## src/rtl/sadc_pkg.sv

```systemverilog
package sadc_pkg;
  // Two lane bits gathered in one bit-clock cycle.
  typedef struct packed {
    logic early; // sampled on the rising edge
    logic late;  // sampled on the following falling edge
  } bit_pair_t;
endpackage

```

## src/rtl/sadc_ddr_capture.sv

```systemverilog
module sadc_ddr_capture
  import sadc_pkg::*;
(
  input  logic      clk_i,
  input  logic      rst_i,
  input  logic      ser_i,
  input  logic      frame_i,
  output bit_pair_t pair_o,
  output logic      frame_edge_o
);
  logic early_q;
  logic late_q;
  logic frm_q;
  logic frm_qq;

  // Rising-edge bit and frame level share one pipeline stage.
  always_ff @(posedge clk_i) begin
    if (rst_i) begin
      early_q <= 1'b0;
      frm_q   <= 1'b0;
      frm_qq  <= 1'b0;
    end else begin
      early_q <= ser_i;
      frm_q   <= frame_i;
      frm_qq  <= frm_q;
    end
  end

  // Falling-edge bit, held until the next rising edge consumes it.
  always_ff @(negedge clk_i) begin
    if (rst_i) late_q <= 1'b0;
    else       late_q <= ser_i;
  end

  assign pair_o.early  = early_q;
  assign pair_o.late   = late_q;
  assign frame_edge_o  = frm_q & ~frm_qq;
endmodule

```

## src/rtl/sadc_frame_tracker.sv

```systemverilog
module sadc_frame_tracker #(
  parameter int PAIRS      = 6,
  parameter int LOCK_EDGES = 3
) (
  input  logic clk_i,
  input  logic rst_i,
  input  logic edge_i,
  output logic restart_o,
  output logic shift_o,
  output logic done_o,
  output logic locked_o
);
  localparam int CW = $clog2(PAIRS + 1);
  localparam int GW = $clog2(LOCK_EDGES + 1);
  localparam logic [CW-1:0] FULL = CW'(PAIRS);
  localparam logic [CW-1:0] LAST = CW'(PAIRS - 1);
  localparam logic [GW-1:0] GOAL = GW'(LOCK_EDGES);

  logic [CW-1:0] cnt_q;   // pairs collected in current word, 0 = hunting
  logic [GW-1:0] good_q;  // consecutive well-spaced edges
  logic          locked_q;

  always_ff @(posedge clk_i) begin
    if (rst_i) begin
      cnt_q    <= '0;
      good_q   <= '0;
      locked_q <= 1'b0;
    end else if (edge_i) begin
      cnt_q <= CW'(1);
      if (cnt_q == FULL) begin
        if (good_q != GOAL) good_q <= good_q + GW'(1);
        if (good_q + GW'(1) >= GOAL) locked_q <= 1'b1;
      end else begin
        good_q   <= '0;
        locked_q <= 1'b0;
      end
    end else if (cnt_q == FULL) begin
      cnt_q    <= '0;
      good_q   <= '0;
      locked_q <= 1'b0;
    end else if (cnt_q != '0) begin
      cnt_q <= cnt_q + CW'(1);
    end
  end

  assign restart_o = edge_i;
  assign shift_o   = !edge_i && (cnt_q != '0) && (cnt_q != FULL);
  assign done_o    = shift_o && (cnt_q == LAST);
  assign locked_o  = locked_q;

  p_cnt_bounded_r3: assert property (@(posedge clk_i) disable iff (rst_i)
    cnt_q <= FULL);

  p_lock_after_spacing_r5: assert property (@(posedge clk_i) disable iff (rst_i)
    $rose(locked_q) |-> ($past(edge_i) && $past(cnt_q) == FULL));

  p_misplaced_unlocks_r6: assert property (@(posedge clk_i) disable iff (rst_i)
    (edge_i && cnt_q != '0 && cnt_q != FULL) |=> (!locked_q && cnt_q == CW'(1)));

  p_missing_unlocks_r7: assert property (@(posedge clk_i) disable iff (rst_i)
    (!edge_i && cnt_q == FULL) |=> (!locked_q && cnt_q == '0));
endmodule

```

## src/rtl/sadc_word_assembler.sv

```systemverilog
module sadc_word_assembler
  import sadc_pkg::*;
#(
  parameter int WORD_W = 12
) (
  input  logic              clk_i,
  input  logic              rst_i,
  input  bit_pair_t         pair_i,
  input  logic              restart_i,
  input  logic              shift_i,
  input  logic              done_i,
  input  logic              allow_i,
  output logic [WORD_W-1:0] word_o,
  output logic              valid_o
);
  localparam int SW = WORD_W - 2;

  logic [SW-1:0]     shreg_q;
  logic [WORD_W-1:0] next_word;

  assign next_word = {shreg_q, pair_i.early, pair_i.late};

  always_ff @(posedge clk_i) begin
    if (rst_i) begin
      shreg_q <= '0;
      word_o  <= '0;
      valid_o <= 1'b0;
    end else begin
      valid_o <= 1'b0;
      if (restart_i) begin
        shreg_q <= SW'({pair_i.early, pair_i.late});
      end else if (shift_i) begin
        shreg_q <= next_word[SW-1:0];
        if (done_i) begin
          word_o  <= next_word;
          valid_o <= allow_i;
        end
      end
    end
  end

  p_valid_one_cycle_r9: assert property (@(posedge clk_i) disable iff (rst_i)
    valid_o |=> !valid_o);

  p_word_held_r4: assert property (@(posedge clk_i) disable iff (rst_i)
    !$past(done_i) |-> $stable(word_o));
endmodule

```

## src/rtl/sadc_deser.sv

```systemverilog
module sadc_deser
  import sadc_pkg::*;
#(
  parameter int WORD_W     = 12,
  parameter int LOCK_EDGES = 3
) (
  input  logic              clk_i,
  input  logic              rst_i,
  input  logic              ser_i,
  input  logic              frame_i,
  output logic [WORD_W-1:0] word_o,
  output logic              valid_o,
  output logic              locked_o
);
  localparam int PAIRS = WORD_W / 2;

  bit_pair_t pair_w;
  logic      edge_w;
  logic      restart_w;
  logic      shift_w;
  logic      done_w;
  logic      locked_w;

  sadc_ddr_capture u_capture (
    .clk_i        (clk_i),
    .rst_i        (rst_i),
    .ser_i        (ser_i),
    .frame_i      (frame_i),
    .pair_o       (pair_w),
    .frame_edge_o (edge_w)
  );

  sadc_frame_tracker #(
    .PAIRS      (PAIRS),
    .LOCK_EDGES (LOCK_EDGES)
  ) u_tracker (
    .clk_i     (clk_i),
    .rst_i     (rst_i),
    .edge_i    (edge_w),
    .restart_o (restart_w),
    .shift_o   (shift_w),
    .done_o    (done_w),
    .locked_o  (locked_w)
  );

  sadc_word_assembler #(
    .WORD_W (WORD_W)
  ) u_assembler (
    .clk_i     (clk_i),
    .rst_i     (rst_i),
    .pair_i    (pair_w),
    .restart_i (restart_w),
    .shift_i   (shift_w),
    .done_i    (done_w),
    .allow_i   (locked_w),
    .word_o    (word_o),
    .valid_o   (valid_o)
  );

  assign locked_o = locked_w;

  p_valid_only_locked_r8: assert property (@(posedge clk_i) disable iff (rst_i)
    valid_o |-> locked_o);

  p_reset_quiet_r1: assert property (@(posedge clk_i)
    $past(rst_i) |-> (!valid_o && !locked_o));
endmodule

```

## config.mk

```make
export PLATFORM = sky130hd
export DESIGN_NAME = sadc_deser
export DESIGN_NICKNAME = d
export VERILOG_FILES = /design/src/rtl/sadc_pkg.sv /design/src/rtl/sadc_ddr_capture.sv /design/src/rtl/sadc_frame_tracker.sv /design/src/rtl/sadc_word_assembler.sv /design/src/rtl/sadc_deser.sv
export SDC_FILE = /design/constraint.sdc
export NUM_CORES = 1
export LEC_CHECK = 0
export CELL_PAD_IN_SITES_DETAIL_PLACEMENT = 0
export CELL_PAD_IN_SITES_GLOBAL_PLACEMENT = 1
export CORE_ASPECT_RATIO = 1.25
export CORE_MARGIN = 4
export CORE_UTILIZATION = 38
export DETAILED_ROUTE_END_ITERATION = 8
export GPL_TIMING_DRIVEN = 0
export HOLD_SLACK_MARGIN = 0.15
export MAX_ROUTING_LAYER = met4
export PLACE_DENSITY_LB_ADDON = 0.05
export SETUP_SLACK_MARGIN = 0.2
export SYNTH_ARGS = -nofsm -noshare
export SYNTH_HDL_FRONTEND = slang
export SYNTH_HIERARCHICAL = 1
export SYNTH_SLANG_ARGS = --single-unit
```

## constraint.sdc

```tcl
create_clock -name clk_i -period 1.6 [get_ports clk_i]
set_input_delay 0.32 -clock clk_i [delete_from_list [all_inputs] [get_ports clk_i]]
set_output_delay 0.32 -clock clk_i [all_outputs]
set_load 0.01 [all_outputs]
```

After elaboration in Yosys (flattened, before gate mapping)
Index checks and enable logic that the tools add are counted.
{"block": "word_totals", "inputBits": 4, "register_bits": 33, "word_cells": 54}
{"block": "classes", "add_sub_neg": 2, "n_bitwise": 5, "n_reduce_logical": 14, "order_cmp": 1, "eq_ne": 6, "n_mux": 14}
{"op": "2-bit 2-to-1 mux", "n": 6}
{"op": "3-bit inequality test, second input constant", "n": 3}
{"op": "1-bit 2-to-1 mux", "n": 8}
{"op": "3-bit == test, second input constant", "n": 2}
{"op": "3-bit nonzero test", "n": 2}
{"op": "1-bit NOT", "n": 4}
{"op": "2-bit AND reduction", "n": 2}
{"op": "2-bit nonzero test", "n": 2}
{"op": "4-bit OR reduction", "n": 1}
{"op": "3-bit by 1-bit adder with 3-bit output, second input constant", "n": 1}
{"op": "1-bit logical AND", "n": 3}
{"op": "3-bit AND reduction", "n": 1}
{"op": "3-bit OR reduction", "n": 1}
{"op": "2-bit by 1-bit adder with 2-bit output, second input constant", "n": 1}
{"op": "2-bit greater-or-equal comparator, second input constant", "n": 1}
{"op": "2-bit inequality test, second input constant", "n": 1}
{"op": "2-bit OR reduction", "n": 1}
{"op": "1-bit AND", "n": 1}
{"op": "1-bit zero test", "n": 1}

Logic depth before layout (Yosys ltp)
Gate-level depths: netlist (run 1).
{"block": "logic_depth", "depth_word": 8, "depth_mapped": 8}

Cells and area by module
Netlist (run 1), hierarchy kept.
{"mod": "sadc_word_assembler", "cells_per_inst": 91, "n_inst": 1, "seq_area_each_um2": 460.4, "area_each_um2": 949.7}
{"mod": "sadc_frame_tracker", "cells_per_inst": 41, "n_inst": 1, "seq_area_each_um2": 120.1, "area_each_um2": 382.9}
{"mod": "sadc_ddr_capture", "cells_per_inst": 11, "n_inst": 1, "seq_area_each_um2": 80.1, "area_each_um2": 126.4}

==> impl_metrics.env, run 1 <==
export IMPL_p_seq_share_pct=48.8
export IMPL_final_hold_viol_count=0
export IMPL_synth_adder_area_share_pct=5.15
export IMPL_layout_common_cells="dfxtp_1, nand2b_1, mux2i_1"
export IMPL_grt_overflow=0
export IMPL_clock_skew_ps=56.3
export IMPL_fillers=354
export IMPL_syn_cell_area_um2=1460
export IMPL_routed_wl_mm=2.87
export IMPL_firstDrtPassIters=4
export IMPL_rsz0062_at_grt="true"
export IMPL_area_delta_synth_final_pct=37.5
export IMPL_synthXorXnorAreaFrac_pct=0
export IMPL_fp_coreArea_um2=3600
export IMPL_first_global_vias=1095
export IMPL_multiInputGateArea_um2=779
export IMPL_setup_violations=10
export IMPL_swShare_pct=23.2
export IMPL_utilization_pct=55.7
export IMPL_cts_hold_buf=0
export IMPL_slew_headroom_pct=72.0
export IMPL_syn_avg_cell_area_um2=10.2
export IMPL_place_congestion=0.769
export IMPL_whs_ps=397
export IMPL_synth_distinct_cells=27
export IMPL_antenna_found_initial=0
export IMPL_p_sw_mw=0.407
export IMPL_async_flop_share_pct=0
export IMPL_synth_simple_area_share_pct=22.3
export IMPL_tightest_slew_ps=420
export IMPL_drv_slew=0
export IMPL_clk_latency_ps=330
export IMPL_clkSinkCount=33
export IMPL_intPower_mw=1.35
export IMPL_irDropWorstVdd_v=0.000512
export IMPL_status="complete, but fails checks"
export IMPL_crit_path_top_delay_cell="dfxtp_4"
export IMPL_pre_cts_slack_ps=-705
export IMPL_drive_gt1_share_pct=27.4
export IMPL_rows=24
export IMPL_initial_core_util_pct=40.5
export IMPL_setup_tns_ps=-230
export IMPL_synth_compound_area_share_pct=5.57
export IMPL_hp_class="input port to register"
export IMPL_cts_tree="yes"
export IMPL_drc=0
export IMPL_grt_usage_pct=13.0
export IMPL_crit_chain="inv_4 > ha_4 > a21oi_4 > and3_4 > and3b_1 > buf_6 > buf_12 > buf_12 > mux2i_1"
export IMPL_maxCapViolCount=0
export IMPL_period_minus_slack_ps=1640
export IMPL_via_count=1055
export IMPL_grt_max_degree=21
export IMPL_die_h_um=77.3
export IMPL_dp_cells=199
export IMPL_post_dp_hpwl_mm=1.95
export IMPL_nets=189
export IMPL_cp_common_cell="buf_12"
export IMPL_syn_num_nets=153
export IMPL_synthMuxAreaShare_pct=15.1
export IMPL_path_max_fanout=5
export IMPL_violations="setup timing"
export IMPL_regArea_um2=668
export IMPL_cts_root_buf="clkbuf_8"
export IMPL_port_buffers=17
export IMPL_fin_cells=218
export IMPL_dieArea_um2=4900
export IMPL_ys_seq_elements=33
export IMPL_cp_end_kind="register"
export IMPL_finalCritPeriodShare_pct=103
export IMPL_crit_type="register to register"
export IMPL_synth_enable_flop_cells=0
export IMPL_powerDensity_nw_per_um2=874
export IMPL_worstPathArrival_ps=1850
export IMPL_antenna_cells=0
export IMPL_path_buf_inv=4
export IMPL_viasPerCell=4.84
export IMPL_io_pins=18
export IMPL_crit_family="buffers and inverters"
export IMPL_drt_iter0_markers=31
export IMPL_final_common_cell="dfxtp_1"
export IMPL_p_leak_nw=0.832
export IMPL_cts_buffers=5
export IMPL_setup_slack_ps=-42.9
export IMPL_wire_per_inst_um=13.2
export IMPL_syn_inst=143
export IMPL_grt_pass1_wl_mm=4.81
export IMPL_synth_ff_type="dfxtp_1"
export IMPL_pwr_share_comb_pct=15.6
export IMPL_postRouteAntennaNets=0
export IMPL_synth_top_family_by_area="simple AND/OR/NAND/NOR gates"
export IMPL_clk_path_buf_depth=2
export IMPL_htreeDepth=2
export IMPL_clkPwrFrac_pct=35.7
export IMPL_cpPeakStageDelay_ps=360
export IMPL_yosysWarningCount=6
export IMPL_cp_start_kind="register"
export IMPL_required_ps=1810
export IMPL_path_clk_slew_ps=60
export IMPL_max_freq_mhz=609
export IMPL_synth_seq_area_share_pct=45.3
export IMPL_die_w_um=63.4
-- routing by layer --
metal  share of wire, %  vias up  track usage, %
met1                 43      490            12.5
li1                   -      544               -
met2                 51       16            22.9
met3                3.8        5            4.39
met5                  0        -               -
met4                2.1        0            6.48
-- tightest hold or removal path, stage by stage --
cell	delay [ps]
dlymetal6s2s_1	90
nor2b_4	140
buf_4	100
-- flip-flops by register name, summed over array words and instances (netlist names), 2 cells and up --
signal               count
u_tracker/cnt_q          3
u_assembler/shreg_q     10
u_assembler/word_o      12
u_tracker/good_q         2
-- cells by family (layout without fill, tap and decap cells) --
family / Yosys count / in the layout
flops: 33 / 33
mux: 22 / 22
fa+ha+maj: 6 / 6
buf+inv: 14 / 50
compound gates: 14 / 14
simple gates: 54 / 54
-- cell type report --
class | count | area share [%]
Inverter | 3 | 0.686
Multi-Input combinational cell | 96 | 38.9
Timing Repair Buffer | 30 | 15.8
Sequential cell | 33 | 33.3
Tap cell | 39 | 2.43
Clock inverter | 1 | 0.187
Clock buffer | 7 | 4.30
Buffer | 9 | 4.37
-- metrics by stage --
stage	power, mW	instance area [um2]
2_1_floorplan	1.02	1500
3_3_place_gp	1.06	1720
3_5_place_dp	1.07	1720
4_1_cts	1.77	1970
5_1_grt	1.84	2010
6_report	1.75	2010
-- path summary, 6_finish.rpt --
path                                           start                                   to  slack (ps)  cells past startpoint
setup / recovery     u_tracker/cnt_q[0]$_SDFFE_PP0P_  u_assembler/word_o[10]$_SDFFE_PP0P_         -40                      9
hold / removal                                 ser_i            u_capture/early_q$_DFF_P_         400                      3
setup reg to reg     u_tracker/cnt_q[0]$_SDFFE_PP0P_  u_assembler/word_o[10]$_SDFFE_PP0P_         -40                      9
hold reg to reg   u_assembler/word_o[6]$_SDFFE_PP0P_   u_assembler/word_o[6]$_SDFFE_PP0P_         470                      2
-- Yosys cell counts, types with 2 or more instances --
cell type,instances,area (um2)
dfxtp_1,33,661
nand2b_1,25,156
mux2i_1,22,220
nor2_1,11,41.3
a21oi_1,7,35.0
ha_1,6,75.1
inv_1,4,15.0
o21ai_0,4,20.0
buf_4,3,22.5
clkbuf_1,3,11.3
nor2b_1,3,18.8
and3_2,2,15.0
buf_6,2,22.5
nor2b_2,2,17.5
nor3_1,2,10.0
or3b_2,2,17.5
or4_1,2,15.0
-- power groups by stage --
stage | logic [mW] | clock network (mW) | registers, mW
5_1_grt | 0.295 | 0.684 | 0.856
3_5_place_dp | 0.185 | 0.00782 | 0.874
6_report | 0.273 | 0.625 | 0.855
2_1_floorplan | 0.145 | 0.00782 | 0.869
4_1_cts | 0.266 | 0.653 | 0.854
3_3_place_gp | 0.178 | 0.00782 | 0.873
-- what timing repair did --
action	4_1_cts	5_1_grt
pin swaps	2	3
cloned	2	0
endpoints found under the setup margin	40	26
gates resized for setup	26	13
setup buffers	9	2
(Power assumes the default switching activity.)
==> run 2, diff against run 1 <==
==> constraint.sdc (replaced) <==
create_clock -name clk_i -period 1.6 [get_ports clk_i]
set_input_delay 0.16 -clock clk_i [delete_from_list [all_inputs] [get_ports clk_i]]
set_output_delay 0.16 -clock clk_i [all_outputs]
set_load 0.01 [all_outputs]
==> run 2 against run 1 <==
The flow still finishes with violations (setup timing). Sequential share of layout area shrank 0.12 points. Clock power is essentially flat. Critical path depth is the same. Via count increased by 1.1%. Final cell count did not move. Register-to-register slack about the same. Die area is the same. Combinational power about the same. Sequential cell count is the same. Non-clock buffer count unchanged. Highest routed layer unchanged. Setup slack lost 2.1 ps. Critical endpoint unchanged.
==> impl_metrics.env, run 2 (synthesis results as in run 1) <==
export IMPL_status="complete, but fails checks"
export IMPL_violations="setup timing"
export IMPL_period_minus_slack_ps=1640
export IMPL_cts_hold_buf=0
export IMPL_drv_slew=0
export IMPL_setup_slack_ps=-45.0
export IMPL_die_w_um=63.4
export IMPL_antenna_found_initial=0
export IMPL_routed_wl_mm=2.84
export IMPL_largest_reg_flops=12
export IMPL_path_clk_slew_ps=60
export IMPL_port_buffers=17
export IMPL_hp_class="input port to register"
export IMPL_rows=24
export IMPL_rsz0062_at_grt="true"
export IMPL_dieArea_um2=4900
export IMPL_powerDensity_nw_per_um2=872
export IMPL_htreeDepth=2
export IMPL_cts_buffers=5
export IMPL_path_max_fanout=5
export IMPL_final_common_cell="dfxtp_1"
export IMPL_area_delta_synth_final_pct=38.0
export IMPL_p_leak_nw=0.746
export IMPL_grt_max_degree=21
export IMPL_power_mw=1.76
export IMPL_clkSinkCount=33
export IMPL_post_dp_hpwl_mm=1.95
export IMPL_grt_overflow=0
export IMPL_fin_area_um2=2010
export IMPL_slew_headroom_pct=71.7
export IMPL_grt_pass1_wl_mm=4.82
export IMPL_first_global_vias=1098
export IMPL_top_register="u_assembler/word_o"
export IMPL_cts_root_buf="clkbuf_8"
export IMPL_placed_area_um2=1720
export IMPL_reg2reg_slack_ps=-40
export IMPL_reg_top3="u_assembler/word_o: 12 flops, u_assembler/shreg_q: 10 flops, u_tracker/cnt_q: 3 flops"
export IMPL_finalCritPeriodShare_pct=103
export IMPL_worstPathArrival_ps=1850
export IMPL_final_hold_viol_count=0
export IMPL_nets=189
export IMPL_viasPerCell=4.89
export IMPL_firstDrtPassIters=3
export IMPL_clk_path_buf_depth=2
export IMPL_cts_tree="yes"
export IMPL_whs_ps=268
export IMPL_initial_core_util_pct=40.5
export IMPL_maxCapViolCount=0
export IMPL_required_ps=1810
export IMPL_crit_type="register to register"
export IMPL_die_h_um=77.3
export IMPL_setup_violations=11
export IMPL_drive_gt1_share_pct=26.8
export IMPL_via_count=1067
export IMPL_wire_per_inst_um=13.0
export IMPL_place_congestion=0.769
export IMPL_pre_cts_slack_ps=-545
export IMPL_antenna_cells=0
export IMPL_max_freq_mhz=608
export IMPL_layout_common_cells="dfxtp_1, nand2b_1, mux2i_1"
export IMPL_drc=0
export IMPL_tightest_slew_ps=424
export IMPL_drt_iter0_markers=27
export IMPL_fp_coreArea_um2=3600
export IMPL_grt_usage_pct=13.0
export IMPL_postRouteAntennaNets=0
export IMPL_setup_tns_ps=-268
export IMPL_irDropWorstVdd_v=0.000498
export IMPL_cp_end_kind="register"
export IMPL_clk_latency_ps=330
export IMPL_clock_skew_ps=57.0
export IMPL_cp_start_kind="register"
export IMPL_io_pins=18
==> run 2: layout make-up <==
type / count / area, um2
Timing Repair Buffer: 29 / 325
Clock buffer: 7 / 86.3
Inverter: 3 / 13.8
Tap cell: 39 / 48.8
Buffer: 10 / 91.3
Clock inverter: 1 / 3.75
Multi-Input combinational cell: 96 / 776
Fill cell: 362 / 1590
Sequential cell: 33 / 668
==> run 2: final timing paths <==
kind | start | endpoint | cells past startpoint
hold / removal | rst_i | u_tracker/cnt_q[0]$_SDFFE_PP0P_ | 2
hold reg to reg | u_assembler/word_o[6]$_SDFFE_PP0P_ | u_assembler/word_o[6]$_SDFFE_PP0P_ | 2
setup / recovery | u_tracker/cnt_q[0]$_SDFFE_PP0P_ | u_assembler/word_o[10]$_SDFFE_PP0P_ | 9
setup reg to reg | u_tracker/cnt_q[0]$_SDFFE_PP0P_ | u_assembler/word_o[10]$_SDFFE_PP0P_ | 9
==> run 2: timing repair <==
item | 4_1_cts | 5_1_grt
gates cloned | 2 | 0
resized for setup | 10 | 11
setup buffers | 9 | 1
pin swaps | 1 | 3
endpoints found under the hold margin | 0 | 0
endpoints found under the setup margin | 26 | 26
==> run 2: routing by layer <==
metal	global-route usage, %	up-vias	routed length, um
met4	6.48	0	59
met1	12.4	502	1200
li1	-	544	-
met3	4.39	5	113
met5	-	-	0
met2	22.9	16	1470
==> run 2: power breakdown <==
part	switching [mW]	leakage, nW	total [mW]	internal [mW]
clock	0.282	0.0496	0.626	0.344
combinational	0.113	0.428	0.275	0.162
sequential	0.0149	0.269	0.855	0.840
total	0.410	0.746	1.76	1.35
==> run 2: worst max-delay path: stages, from the launching register on <==
cell	delay (ps)
dfxtp_4	360
inv_4	40
ha_4	170
a21oi_4	120
and3_4	190
and3b_1	170
buf_6	130
buf_12	100
buf_12	110
mux2i_1	180
==> run 2: stage by stage <==
stage	util, %	std cells
after floorplan	-	143
after global placement	47.7	199
after detailed placement	47.7	199
after CTS	55.1	217
after global routing	55.9	218
final	55.9	218
==> run 3, diff against run 2 <==
--- a/config.mk
+++ b/config.mk
@@ -5,11 +5,11 @@
 export SDC_FILE = /design/constraint.sdc
 export NUM_CORES = 1
 export LEC_CHECK = 0
-export CELL_PAD_IN_SITES_DETAIL_PLACEMENT = 0
-export CELL_PAD_IN_SITES_GLOBAL_PLACEMENT = 1
+export CELL_PAD_IN_SITES_DETAIL_PLACEMENT = 1
+export CELL_PAD_IN_SITES_GLOBAL_PLACEMENT = 2
 export CORE_ASPECT_RATIO = 1.25
 export CORE_MARGIN = 4
-export CORE_UTILIZATION = 38
+export CORE_UTILIZATION = 31
 export DETAILED_ROUTE_END_ITERATION = 8
 export GPL_TIMING_DRIVEN = 0
 export HOLD_SLACK_MARGIN = 0.15
==> run 3 against run 2 <==
Via count rose by 1.4%. Clock-buffer cell count fell by 2. Wire length rose by 14%. First-iteration DRC count fell by 37%. Register-to-register slack improved by 70 ps. Utilization fell by 8.4 points. Critical path depth fell by 1. Combinational power rose by 21%. Hold slack improved by 110 ps. The flow now finishes without violations. Setup slack improved by 72 ps. Maximum frequency rose by 4.6%. Final cell count rose by 11%.
==> impl_metrics.env, run 3 (synthesis results as in run 1) <==
export IMPL_clk_path_buf_depth=2
export IMPL_htreeDepth=2
export IMPL_drive_gt1_share_pct=32.1
export IMPL_worstPathArrival_ps=1780
export IMPL_viasPerCell=4.47
export IMPL_period_minus_slack_ps=1570
export IMPL_intPower_mw=1.50
export IMPL_area_delta_synth_final_pct=46.3
export IMPL_pwr_share_comb_pct=16.9
export IMPL_cts_hold_buf=0
export IMPL_rr_startpoint="u_tracker/cnt_q[0]$_SDFFE_PP0P_"
export IMPL_io_pins=18
export IMPL_fin_cells=242
export IMPL_antenna_found_initial=0
export IMPL_first_global_vias=1157
export IMPL_p_leak_nw=0.804
export IMPL_firstDrtPassIters=4
export IMPL_reg2reg_slack_ps=30
export IMPL_max_freq_mhz=636
export IMPL_path_max_fanout=5
export IMPL_drc=0
export IMPL_cts_buffers=5
export IMPL_required_ps=1810
export IMPL_antenna_cells=0
export IMPL_fp_coreArea_um2=4490
export IMPL_layout_common_cells="dfxtp_1, nand2b_1, mux2i_1"
export IMPL_grt_usage_pct=12.3
export IMPL_via_count=1082
export IMPL_grt_pass1_wl_mm=5.58
export IMPL_cts_tree="yes"
export IMPL_status="finished clean"
export IMPL_wire_per_inst_um=13.4
export IMPL_drv_slew=0
export IMPL_power_mw=1.98
export IMPL_final_common_cell="dfxtp_1"
export IMPL_dieArea_um2=5870
export IMPL_routed_wl_mm=3.23
export IMPL_p_seq_share_pct=43.1
export IMPL_largest_reg_flops=12
export IMPL_setup_violations=0
export IMPL_post_dp_hpwl_mm=2.09
export IMPL_p_sw_mw=0.480
export IMPL_hp_class="input port to register"
export IMPL_powerDensity_nw_per_um2=929
export IMPL_top_register="u_assembler/word_o"
export IMPL_tightest_slew_ps=475
export IMPL_r2r_end="u_assembler/word_o[0]$_SDFFE_PP0P_"
export IMPL_initial_core_util_pct=32.5
export IMPL_grt_overflow=0
export IMPL_cp_start_kind="register"
export IMPL_clk_latency_ps=330
export IMPL_die_w_um=69.4
export IMPL_crit_type="register to register"
export IMPL_crit_chain="inv_4 > ha_4 > a21o_4 > nor2_4 > and3b_1 > buf_6 > buf_12 > mux2i_1"
export IMPL_nets=193
export IMPL_irDropWorstVdd_v=0.000541
export IMPL_die_h_um=84.7
export IMPL_drt_iter0_markers=17
export IMPL_clkSinkCount=33
export IMPL_grt_max_degree=21
export IMPL_cpPeakStageDelay_ps=360
export IMPL_startpoint="u_tracker/cnt_q[0]$_SDFFE_PP0P_"
export IMPL_swShare_pct=24.2
export IMPL_clock_skew_ps=54.9
export IMPL_cp_endpoint="u_assembler/word_o[0]$_SDFFE_PP0P_"
export IMPL_r2r_cells=8
export IMPL_slew_headroom_pct=68.4
export IMPL_place_congestion=0.725
export IMPL_whs_ps=380
export IMPL_cp_end_kind="register"
export IMPL_path_clk_slew_ps=70
export IMPL_crit_path_top_delay_cell="dfxtp_4"
export IMPL_clkPwrFrac_pct=40.1
export IMPL_port_buffers=17
export IMPL_maxCapViolCount=0
export IMPL_postRouteAntennaNets=0
export IMPL_finalCritPeriodShare_pct=98.3
export IMPL_reg_top3="u_assembler/word_o: 12 flops, u_assembler/shreg_q: 10 flops, u_tracker/cnt_q: 3 flops"
export IMPL_rows=27
export IMPL_rsz0062_at_grt="true"
export IMPL_dp_cells=218
export IMPL_final_hold_viol_count=0
export IMPL_cts_root_buf="clkbuf_8"
-- run 3: worst min path at each step --
stage | start | end | slack [ps] | depth (start not counted)
2_1_floorplan | rst_i | u_tracker/cnt_q[0]$_SDFFE_PP0P_ | 220 | 1
3_3_place_gp | u_capture/frm_q$_SDFF_PP0_ | u_capture/frm_qq$_SDFF_PP0_ | 450 | 1
3_5_place_dp | u_capture/frm_q$_SDFF_PP0_ | u_capture/frm_qq$_SDFF_PP0_ | 460 | 1
4_1_cts | rst_i | u_tracker/cnt_q[0]$_SDFFE_PP0P_ | 390 | 2
5_1_grt | frame_i | u_capture/frm_q$_SDFF_PP0_ | 420 | 2
6_report | rst_i | u_tracker/cnt_q[0]$_SDFFE_PP0P_ | 380 | 2
-- run 3: power by group through the flow --
stage          logic [mW]  registers [mW]  clock network [mW]
5_1_grt             0.368           0.856               0.861
2_1_floorplan       0.145           0.869             0.00782
3_5_place_dp        0.188           0.873             0.00782
6_report            0.334           0.854               0.794
4_1_cts             0.324           0.854               0.823
3_3_place_gp        0.182           0.872             0.00782
-- run 3: worst max-delay path, delay by kind of cell, from the launching register on --
family                   cells  cell delay (ps)
flip-flops                   1              360
buffers and inverters        3              300
AND/OR/NAND/NOR              2              290
AO/OA/AOI/OAI                1              210
adder cells (fa/ha/maj)      1              170
multiplexers                 1              170
-- run 3: through the flow --
stage               util, %  setup TNS (ps)  instance area (um2)  setup slack [ps]
finish                 47.5               0                 2130              26.7
global route           47.5            -465                 2130             -57.8
CTS                    47.0           -10.2                 2110             -10.2
detailed placement     38.8           -6540                 1740              -578
global placement       38.8           -5790                 1740              -537
floorplan                 -               0                 1500              80.0
-- run 3: what timing repair did --
| item | 4_1_cts | 5_1_grt |
|---|---|---|
| resized for setup | 28 | 6 |
| gates cloned | 2 | 0 |
| pin swaps | 19 | 11 |
| setup buffers | 14 | 1 |
| endpoints found under the setup margin | 26 | 27 |
-- run 3: metal layers --
metal | global-route usage, % | wire [um]
met1 | 13.3 | 1350
met4 | 5.33 | 53
met5 | - | 0
met2 | 21.1 | 1720
met3 | 3.35 | 109
-- run 3: final cells by class --
type | instances | area (um2)
Clock inverter | 4 | 50.0
Multi-Input combinational cell | 96 | 797
Fill cell | 504 | 2360
Tap cell | 58 | 72.6
Clock buffer | 5 | 68.8
Inverter | 3 | 16.3
Timing Repair Buffer | 34 | 369
Buffer | 9 | 91.3
Sequential cell | 33 | 669
